==> src/rtl/regsb_pkg.sv <==
package regsb_pkg;
  localparam int unsigned NUM_GLOBAL = 16;
  localparam int unsigned NUM_LOCAL  = 16;
  localparam int unsigned NUM_REGS   = NUM_GLOBAL + NUM_LOCAL;
  localparam int unsigned REG_IDX_W  = $clog2(NUM_REGS);
  localparam int unsigned NUM_SRC    = 2;

  typedef logic [REG_IDX_W-1:0] reg_idx_t;
  typedef logic [NUM_REGS-1:0]  reg_vec_t;

  typedef enum logic [1:0] {
    OPSRC_RF   = 2'd0,
    OPSRC_ALU  = 2'd1,
    OPSRC_LOAD = 2'd2
  } opsrc_e;

  // one-hot vector for a register index, all zero when not enabled
  function automatic reg_vec_t idx_mask(input reg_idx_t idx, input logic en);
    reg_vec_t m;
    m = '0;
    m[idx] = en;
    return m;
  endfunction

  // a register reference hits the scoreboard when used and pending
  function automatic logic ref_hits(input reg_vec_t pend, input reg_idx_t idx, input logic used);
    return used & pend[idx];
  endfunction

  // operand source choice: ALU bypass first, then load return, then file
  function automatic opsrc_e pick_src(input reg_idx_t src, input logic used,
                                      input logic alu_v, input reg_idx_t alu_d,
                                      input logic ld_v, input reg_idx_t ld_d);
    if (!used)                   return OPSRC_RF;
    else if (alu_v && alu_d == src) return OPSRC_ALU;
    else if (ld_v && ld_d == src)   return OPSRC_LOAD;
    else                         return OPSRC_RF;
  endfunction
endpackage

==> src/rtl/regsb_pend_table.sv <==
module regsb_pend_table
  import regsb_pkg::*;
#(
  parameter int unsigned MAX_LOADS = 2,
  localparam int unsigned CNT_W = $clog2(MAX_LOADS + 1)
) (
  input  logic             clk,
  input  logic             rst_n,
  input  logic             set_en,
  input  reg_idx_t         set_idx,
  input  logic             clr_en,
  input  reg_idx_t         clr_idx,
  input  logic             cc_set,
  input  logic             cc_clr,
  output reg_vec_t         pend_q,
  output reg_vec_t         pend_eff,
  output logic [CNT_W-1:0] cnt_q,
  output logic [CNT_W-1:0] cnt_eff,
  output logic             cc_pend_q,
  output logic             cc_pend_eff,
  output logic             clr_hit
);
  reg_vec_t         set_mask;
  reg_vec_t         clr_mask;
  reg_vec_t         pend_nxt;
  logic [CNT_W-1:0] cnt_nxt;
  logic             cc_nxt;

  assign set_mask = idx_mask(set_idx, set_en);
  assign clr_mask = idx_mask(clr_idx, clr_en);
  // a return for a register that is not pending frees nothing
  assign clr_hit  = clr_en & pend_q[clr_idx];

  for (genvar r = 0; r < NUM_REGS; r++) begin : g_bit
    assign pend_eff[r] = pend_q[r] & ~clr_mask[r];
    // the set of a newly accepted load wins over a same-cycle clear
    assign pend_nxt[r] = set_mask[r] | pend_eff[r];
  end

  assign cnt_eff     = cnt_q - CNT_W'(clr_hit);
  assign cnt_nxt     = cnt_eff + CNT_W'(set_en);
  assign cc_pend_eff = cc_pend_q & ~cc_clr;
  assign cc_nxt      = cc_set | cc_pend_eff;

  always_ff @(posedge clk or negedge rst_n) begin
    if (!rst_n) begin
      pend_q    <= '0;
      cnt_q     <= '0;
      cc_pend_q <= 1'b0;
    end else begin
      pend_q    <= pend_nxt;
      cnt_q     <= cnt_nxt;
      cc_pend_q <= cc_nxt;
    end
  end
endmodule

==> src/rtl/regsb_hazard.sv <==
module regsb_hazard
  import regsb_pkg::*;
#(
  parameter int unsigned MAX_LOADS = 2,
  localparam int unsigned CNT_W = $clog2(MAX_LOADS + 1)
) (
  input  logic             iss_valid,
  input  reg_idx_t         src_a,
  input  logic             src_a_used,
  input  reg_idx_t         src_b,
  input  logic             src_b_used,
  input  reg_idx_t         dst,
  input  logic             dst_used,
  input  logic             is_load,
  input  logic             cc_rd,
  input  logic             cc_wr,
  input  reg_vec_t         pend_eff,
  input  logic [CNT_W-1:0] cnt_eff,
  input  logic             cc_pend_eff,
  output logic             raw_hit,
  output logic             waw_hit,
  output logic             cap_hit,
  output logic             cc_hit,
  output logic             stall
);
  assign raw_hit = ref_hits(pend_eff, src_a, src_a_used) |
                   ref_hits(pend_eff, src_b, src_b_used);
  assign waw_hit = ref_hits(pend_eff, dst, dst_used);
  assign cap_hit = is_load & (cnt_eff >= CNT_W'(MAX_LOADS));
  assign cc_hit  = (cc_rd | cc_wr) & cc_pend_eff;
  assign stall   = iss_valid & (raw_hit | waw_hit | cap_hit | cc_hit);
endmodule

==> src/rtl/regsb_opsel.sv <==
module regsb_opsel
  import regsb_pkg::*;
(
  input  reg_idx_t    src,
  input  logic        used,
  input  logic        alu_v,
  input  reg_idx_t    alu_d,
  input  logic        ld_v,
  input  reg_idx_t    ld_d,
  output logic [1:0]  sel
);
  opsrc_e choice;
  assign choice = pick_src(src, used, alu_v, alu_d, ld_v, ld_d);
  assign sel    = choice;
endmodule

==> src/rtl/regsb_issue_ctl.sv <==
module regsb_issue_ctl
  import regsb_pkg::*;
#(
  parameter int unsigned MAX_LOADS = 2
) (
  input  logic       clk,
  input  logic       rst_n,
  input  logic       iss_valid,
  input  logic [4:0] iss_src_a,
  input  logic       iss_src_a_used,
  input  logic [4:0] iss_src_b,
  input  logic       iss_src_b_used,
  input  logic [4:0] iss_dst,
  input  logic       iss_dst_used,
  input  logic       iss_is_load,
  input  logic       iss_cc_rd,
  input  logic       iss_cc_wr,
  input  logic       ld_ret_valid,
  input  logic [4:0] ld_ret_tag,
  input  logic       alu_wb_valid,
  input  logic [4:0] alu_wb_dst,
  input  logic       cc_done,
  output logic       stall,
  output logic [1:0] opa_sel,
  output logic [1:0] opb_sel
);
  localparam int unsigned CNT_W = $clog2(MAX_LOADS + 1);

  reg_vec_t         pend_q;
  reg_vec_t         pend_eff;
  logic [CNT_W-1:0] cnt_q;
  logic [CNT_W-1:0] cnt_eff;
  logic             cc_pend_q;
  logic             cc_pend_eff;
  logic             clr_hit;
  logic             raw_hit;
  logic             waw_hit;
  logic             cap_hit;
  logic             cc_hit;
  logic             accept;
  logic             load_set;
  logic             cc_set;

  reg_idx_t   src_idx  [NUM_SRC];
  logic       src_used [NUM_SRC];
  logic [1:0] src_sel  [NUM_SRC];

  assign accept   = iss_valid & ~stall;
  assign load_set = accept & iss_is_load & iss_dst_used;
  assign cc_set   = accept & iss_cc_wr;

  regsb_pend_table #(.MAX_LOADS(MAX_LOADS)) table_i (
    .clk(clk), .rst_n(rst_n),
    .set_en(load_set), .set_idx(iss_dst),
    .clr_en(ld_ret_valid), .clr_idx(ld_ret_tag),
    .cc_set(cc_set), .cc_clr(cc_done),
    .pend_q(pend_q), .pend_eff(pend_eff),
    .cnt_q(cnt_q), .cnt_eff(cnt_eff),
    .cc_pend_q(cc_pend_q), .cc_pend_eff(cc_pend_eff),
    .clr_hit(clr_hit)
  );

  regsb_hazard #(.MAX_LOADS(MAX_LOADS)) hazard_i (
    .iss_valid(iss_valid),
    .src_a(iss_src_a), .src_a_used(iss_src_a_used),
    .src_b(iss_src_b), .src_b_used(iss_src_b_used),
    .dst(iss_dst), .dst_used(iss_dst_used),
    .is_load(iss_is_load), .cc_rd(iss_cc_rd), .cc_wr(iss_cc_wr),
    .pend_eff(pend_eff), .cnt_eff(cnt_eff), .cc_pend_eff(cc_pend_eff),
    .raw_hit(raw_hit), .waw_hit(waw_hit), .cap_hit(cap_hit), .cc_hit(cc_hit),
    .stall(stall)
  );

  assign src_idx[0]  = iss_src_a;
  assign src_used[0] = iss_src_a_used;
  assign src_idx[1]  = iss_src_b;
  assign src_used[1] = iss_src_b_used;

  for (genvar s = 0; s < NUM_SRC; s++) begin : g_src
    regsb_opsel opsel_i (
      .src(src_idx[s]), .used(src_used[s]),
      .alu_v(alu_wb_valid), .alu_d(alu_wb_dst),
      .ld_v(ld_ret_valid), .ld_d(ld_ret_tag),
      .sel(src_sel[s])
    );
  end

  assign opa_sel = src_sel[0];
  assign opb_sel = src_sel[1];
endmodule

==> config.mk <==
export PLATFORM = sky130hd
export DESIGN_NAME = regsb_issue_ctl
export DESIGN_NICKNAME = d
export VERILOG_FILES = /design/src/rtl/regsb_pkg.sv /design/src/rtl/regsb_pend_table.sv /design/src/rtl/regsb_hazard.sv /design/src/rtl/regsb_opsel.sv /design/src/rtl/regsb_issue_ctl.sv
export SDC_FILE = /design/constraint.sdc
export NUM_CORES = 1
export LEC_CHECK = 0
export BUFFER_PORTS_ARGS = -buffer_cell sky130_fd_sc_hd__buf_2
export CAP_MARGIN = 20
export CORE_MARGIN = 2
export CORE_UTILIZATION = 60
export CTS_CLUSTER_DIAMETER = 40
export DETAILED_ROUTE_END_ITERATION = 12
export PLACE_DENSITY = 0.82
export SLEW_MARGIN = 15
export SYNTH_ARGS = -nofsm -noshare
export SYNTH_HDL_FRONTEND = slang
export SYNTH_SLANG_ARGS = --single-unit
==> constraint.sdc <==
create_clock -name clk -period 7.1 [get_ports clk]
set_input_delay 1.42 -clock clk [delete_from_list [all_inputs] [get_ports clk]]
set_output_delay 1.42 -clock clk [all_outputs]
set_load 0.03 [all_outputs]
==> out/summary.txt <==
Number of global-route vias before repair - 3627
# IOs - 42
Setup CP Type - primary input to primary output
Num Clock Sinks - 35
Maxcap violations - 0
Post-CTS setup buffer count - 0
P&R area growth vs syn - 5.58%
Fin nets - 455
Drt first pass iters - 5
Seq/Total Area, Yosys - 23.7%
Peak supply drop - 0.000167 V
Pwr Density - 163 nW/um2
Post-route DRC - 0
Die X - 82.5 um
Post-Synth XOR/XNOR Area - 5.92%
Clk slew on worst S/H paths - 0.07 ns
Routed Antenna Nets - 0
Synth Area in Simple Gates - 19.1%
Initial core utilization - 62.1%
Warnings from Yosys - 0
Core Region - 5960 um2
Mux contribution to synthesized area - 17.3%
Initial DRC count - 437
Average cell area after synthesis - 9.15 um2
GRT Overall Usage - 38.0%
Final Critical Period - 6.26 ns
Worst Path Arrival - 4.84 ns
Setup crit end kind - primary output
Final WL - 11.9 mm
Global-route wire length before repair - 19.0 mm
CTS buffer count - 5
Ant diodes - 0
HPWL Detailed - 8.56 mm
Via Count - 3814
Adder-Cell Fraction of Synth Area - 0.677%
Synth unique cells - 68
Die area - 6810 um2
Cells after Synth - 404
Worst Path Required - 5.68 ns
# placed instances - 484
GP Congestion - 1.00
Worst Max-Slew Pin Slew - 0.757 ns
Slowest CP cell - mux4_2
IO Port Bufs - 41
Unrepaired setup endpoints after global routing - no
Ys async rst share - 100%
Synth Cell Area - 3700 um2
R2R depth - 15
CTS resizes - 0
Biggest cell delay along the critical path - 0.55 ns
Startpoint types - primary input
Syn_nets - 443
Finished Layout Cells - 491
Chip height - 82.5 um
CTS tree - yes
DR vias/cell - 7.77
Rows - 28
Largest family of logic cells by synthesized area - compound AO/OA/AOI/OAI gates
Worst Hold Path Cells - 2
Max FO, Critical Path - 34
Layout Skew - 0.00921 ns
Largest net degree at the start of global routing - 36
Initial antenna violation count - 0
CTS Buffer Depth - 2
Critical path, cell by cell - buf_2 > mux4_2 > mux4_2 > mux2i_1 > nor2b_1 > ha_1 > xor2_1 > nand2_1 > o21ai_0 > nor4_1 > a31o_2 > nand2_2 > buf_4 > o21a_1 > buf_2
Max Slew Vio Count - 0
Total grt overflow - 0
Worst hold path type - flip-flop to flip-flop
Fmax - 0.160 GHz
Share of cells above drive strength 1 - 21.2%
Slew headroom - 49.5%
H-tree levels - 2
Synth Register Bits - 35
Most used DFF post-synth - dfrtp_1
Worst-skew pair later-pin latency - 0.29 ns
Endpoints failing setup - 0
CTS hold repair buffers - 0
Post-synth EDFFs - 0
Tcrit/Tclk final - 88.1%
Routed len/inst - 24.2 um
TNS Setup - 0 ns
Leakage - 0.00156 uW
Hold Vio Cnt, Final - 0
Status - complete, no violations
CTS Root Cell - clkbuf_8
Synth Area in Compound Gates - 27.1%
-- final timing paths --
| check | from | slack [ns] | end |
|---|---|---|---|
| setup / recovery | ld_ret_tag[0] | 0.84 | stall |
| hold / removal | table_i.cc_pend_q$_DFF_PN0_ | 0.50 | table_i.cc_pend_q$_DFF_PN0_ |
| setup reg to reg | table_i.pend_q[15]$_DFF_PN0_ | 3.39 | table_i.cnt_q[1]$_DFF_PN0_ |
| hold reg to reg | table_i.cc_pend_q$_DFF_PN0_ | 0.50 | table_i.cc_pend_q$_DFF_PN0_ |
| max in group asynchronous | rst_n | 5.42 | table_i.pend_q[14]$_DFF_PN0_ |
| min in group asynchronous | rst_n | 1.19 | table_i.pend_q[26]$_DFF_PN0_ |
-- report_power, final --
part	internal (uW)	total (uW)	switching (uW)
combinational	88.4	229	141
clock	76.0	145	69.4
sequential	225	261	35.9
total	390	636	246
-- cells in the final DEF, fill, tap and decap left out, types with 8 or more instances in the layout --
cell,synthesis,layout
nand2b_1,11,11
nand3_1,8,8
inv_1,9,9
o21ai_0,34,34
nand2_1,16,16
o41ai_1,25,25
o41ai_2,8,8
mux4_2,13,13
buf_2,18,41
dfrtp_1,35,35
xor2_1,17,17
mux2i_1,28,28
nor2_1,19,19
nor3_1,18,18
xnor2_1,8,8
-- final cells by class --
type / instances / area, um2
fillers: 502 / 2050
clock buffers: 6 / 82.6
flip-flops and latches: 35 / 876
clock inverters: 1 / 5.00
inverters: 9 / 33.8
repair buffers: 43 / 220
multi-input cells: 322 / 2590
well taps: 75 / 93.8
-- cells in the mapped netlist, types with 3 or more instances --
| cell | number | area [um2] |
|---|---|---|
| dfrtp_1 | 35 | 876 |
| o21ai_0 | 34 | 170 |
| mux2i_1 | 28 | 280 |
| o41ai_1 | 25 | 219 |
| nor2_1 | 19 | 71.3 |
| buf_2 | 18 | 90.1 |
| nor3_1 | 18 | 90.1 |
| xor2_1 | 17 | 149 |
| nand2_1 | 16 | 60.1 |
| clkbuf_1 | 14 | 52.6 |
| mux4_2 | 13 | 293 |
| nand2b_1 | 11 | 68.8 |
| inv_1 | 9 | 33.8 |
| nand3_1 | 8 | 40.0 |
| o41ai_2 | 8 | 130 |
| xnor2_1 | 8 | 70.1 |
| and3_1 | 6 | 37.5 |
| mux2_2 | 6 | 67.6 |
| nand4_1 | 6 | 37.5 |
| a21oi_1 | 5 | 25.0 |
| nor2b_1 | 5 | 31.3 |
| o211ai_1 | 5 | 37.5 |
| a32oi_1 | 4 | 35.0 |
| buf_6 | 4 | 45.0 |
| nand3b_1 | 4 | 30.0 |
| nor4_1 | 4 | 25.0 |
| o2111ai_1 | 4 | 35.0 |
| o21ai_1 | 4 | 20.0 |
| a211oi_1 | 3 | 22.5 |
| a311oi_1 | 3 | 26.3 |
| and4b_1 | 3 | 30.0 |
| nand4b_1 | 3 | 26.3 |
| nand4bb_1 | 3 | 33.8 |
| o22ai_1 | 3 | 18.8 |
| o311a_1 | 3 | 30.0 |
| o31ai_1 | 3 | 22.5 |
-- cells by family after synthesis --
group                    Yosys count
AO/OA/AOI/OAI                    126
XOR/XNOR                          25
adder cells (fa/ha/maj)            2
buffers and inverters             47
flip-flops                        35
multiplexers                      47
AND/OR/NAND/NOR                  122
-- sequential cells by signal, indices dropped and copies added (netlist names) --
register,cells
table_i.pend_q,32
table_i.cnt_q,2
table_i.cc_pend_q,1
-- critical path, delay by kind of cell --
family                   cells  cell delay [ns]
multiplexers                 3             1.20
AO/OA/AOI/OAI                3             0.58
buffers and inverters        3             0.80
AND/OR/NAND/NOR              4             0.49
adder cells (fa/ha/maj)      1             0.18
XOR/XNOR                     1             0.17
-- layer usage --
layer	part of all wire (%)	wire [um]	global-route usage (%)
met4	5.7	674	20.3
met3	12	1390	7.07
met5	0	0	0
met2	44	5230	58.2
met1	39	4590	51.0
-- per-stage QoR --
step | instance area, um2 | setup WS [ns] | total power (uW) | util [%] | hold WS, ns
2_1_floorplan | 3700 | 1.16 | 418 | - | 0.448
3_3_place_gp | 3820 | 0.980 | 477 | 64.1 | 0.484
3_5_place_dp | 3820 | 0.856 | 484 | 64.1 | 0.485
4_1_cts | 3900 | 0.846 | 629 | 65.5 | 0.501
5_1_grt | 3900 | 0.675 | 664 | 65.5 | 0.555
6_report | 3900 | 0.845 | 636 | 65.5 | 0.497
(Power assumes the default switching activity.)
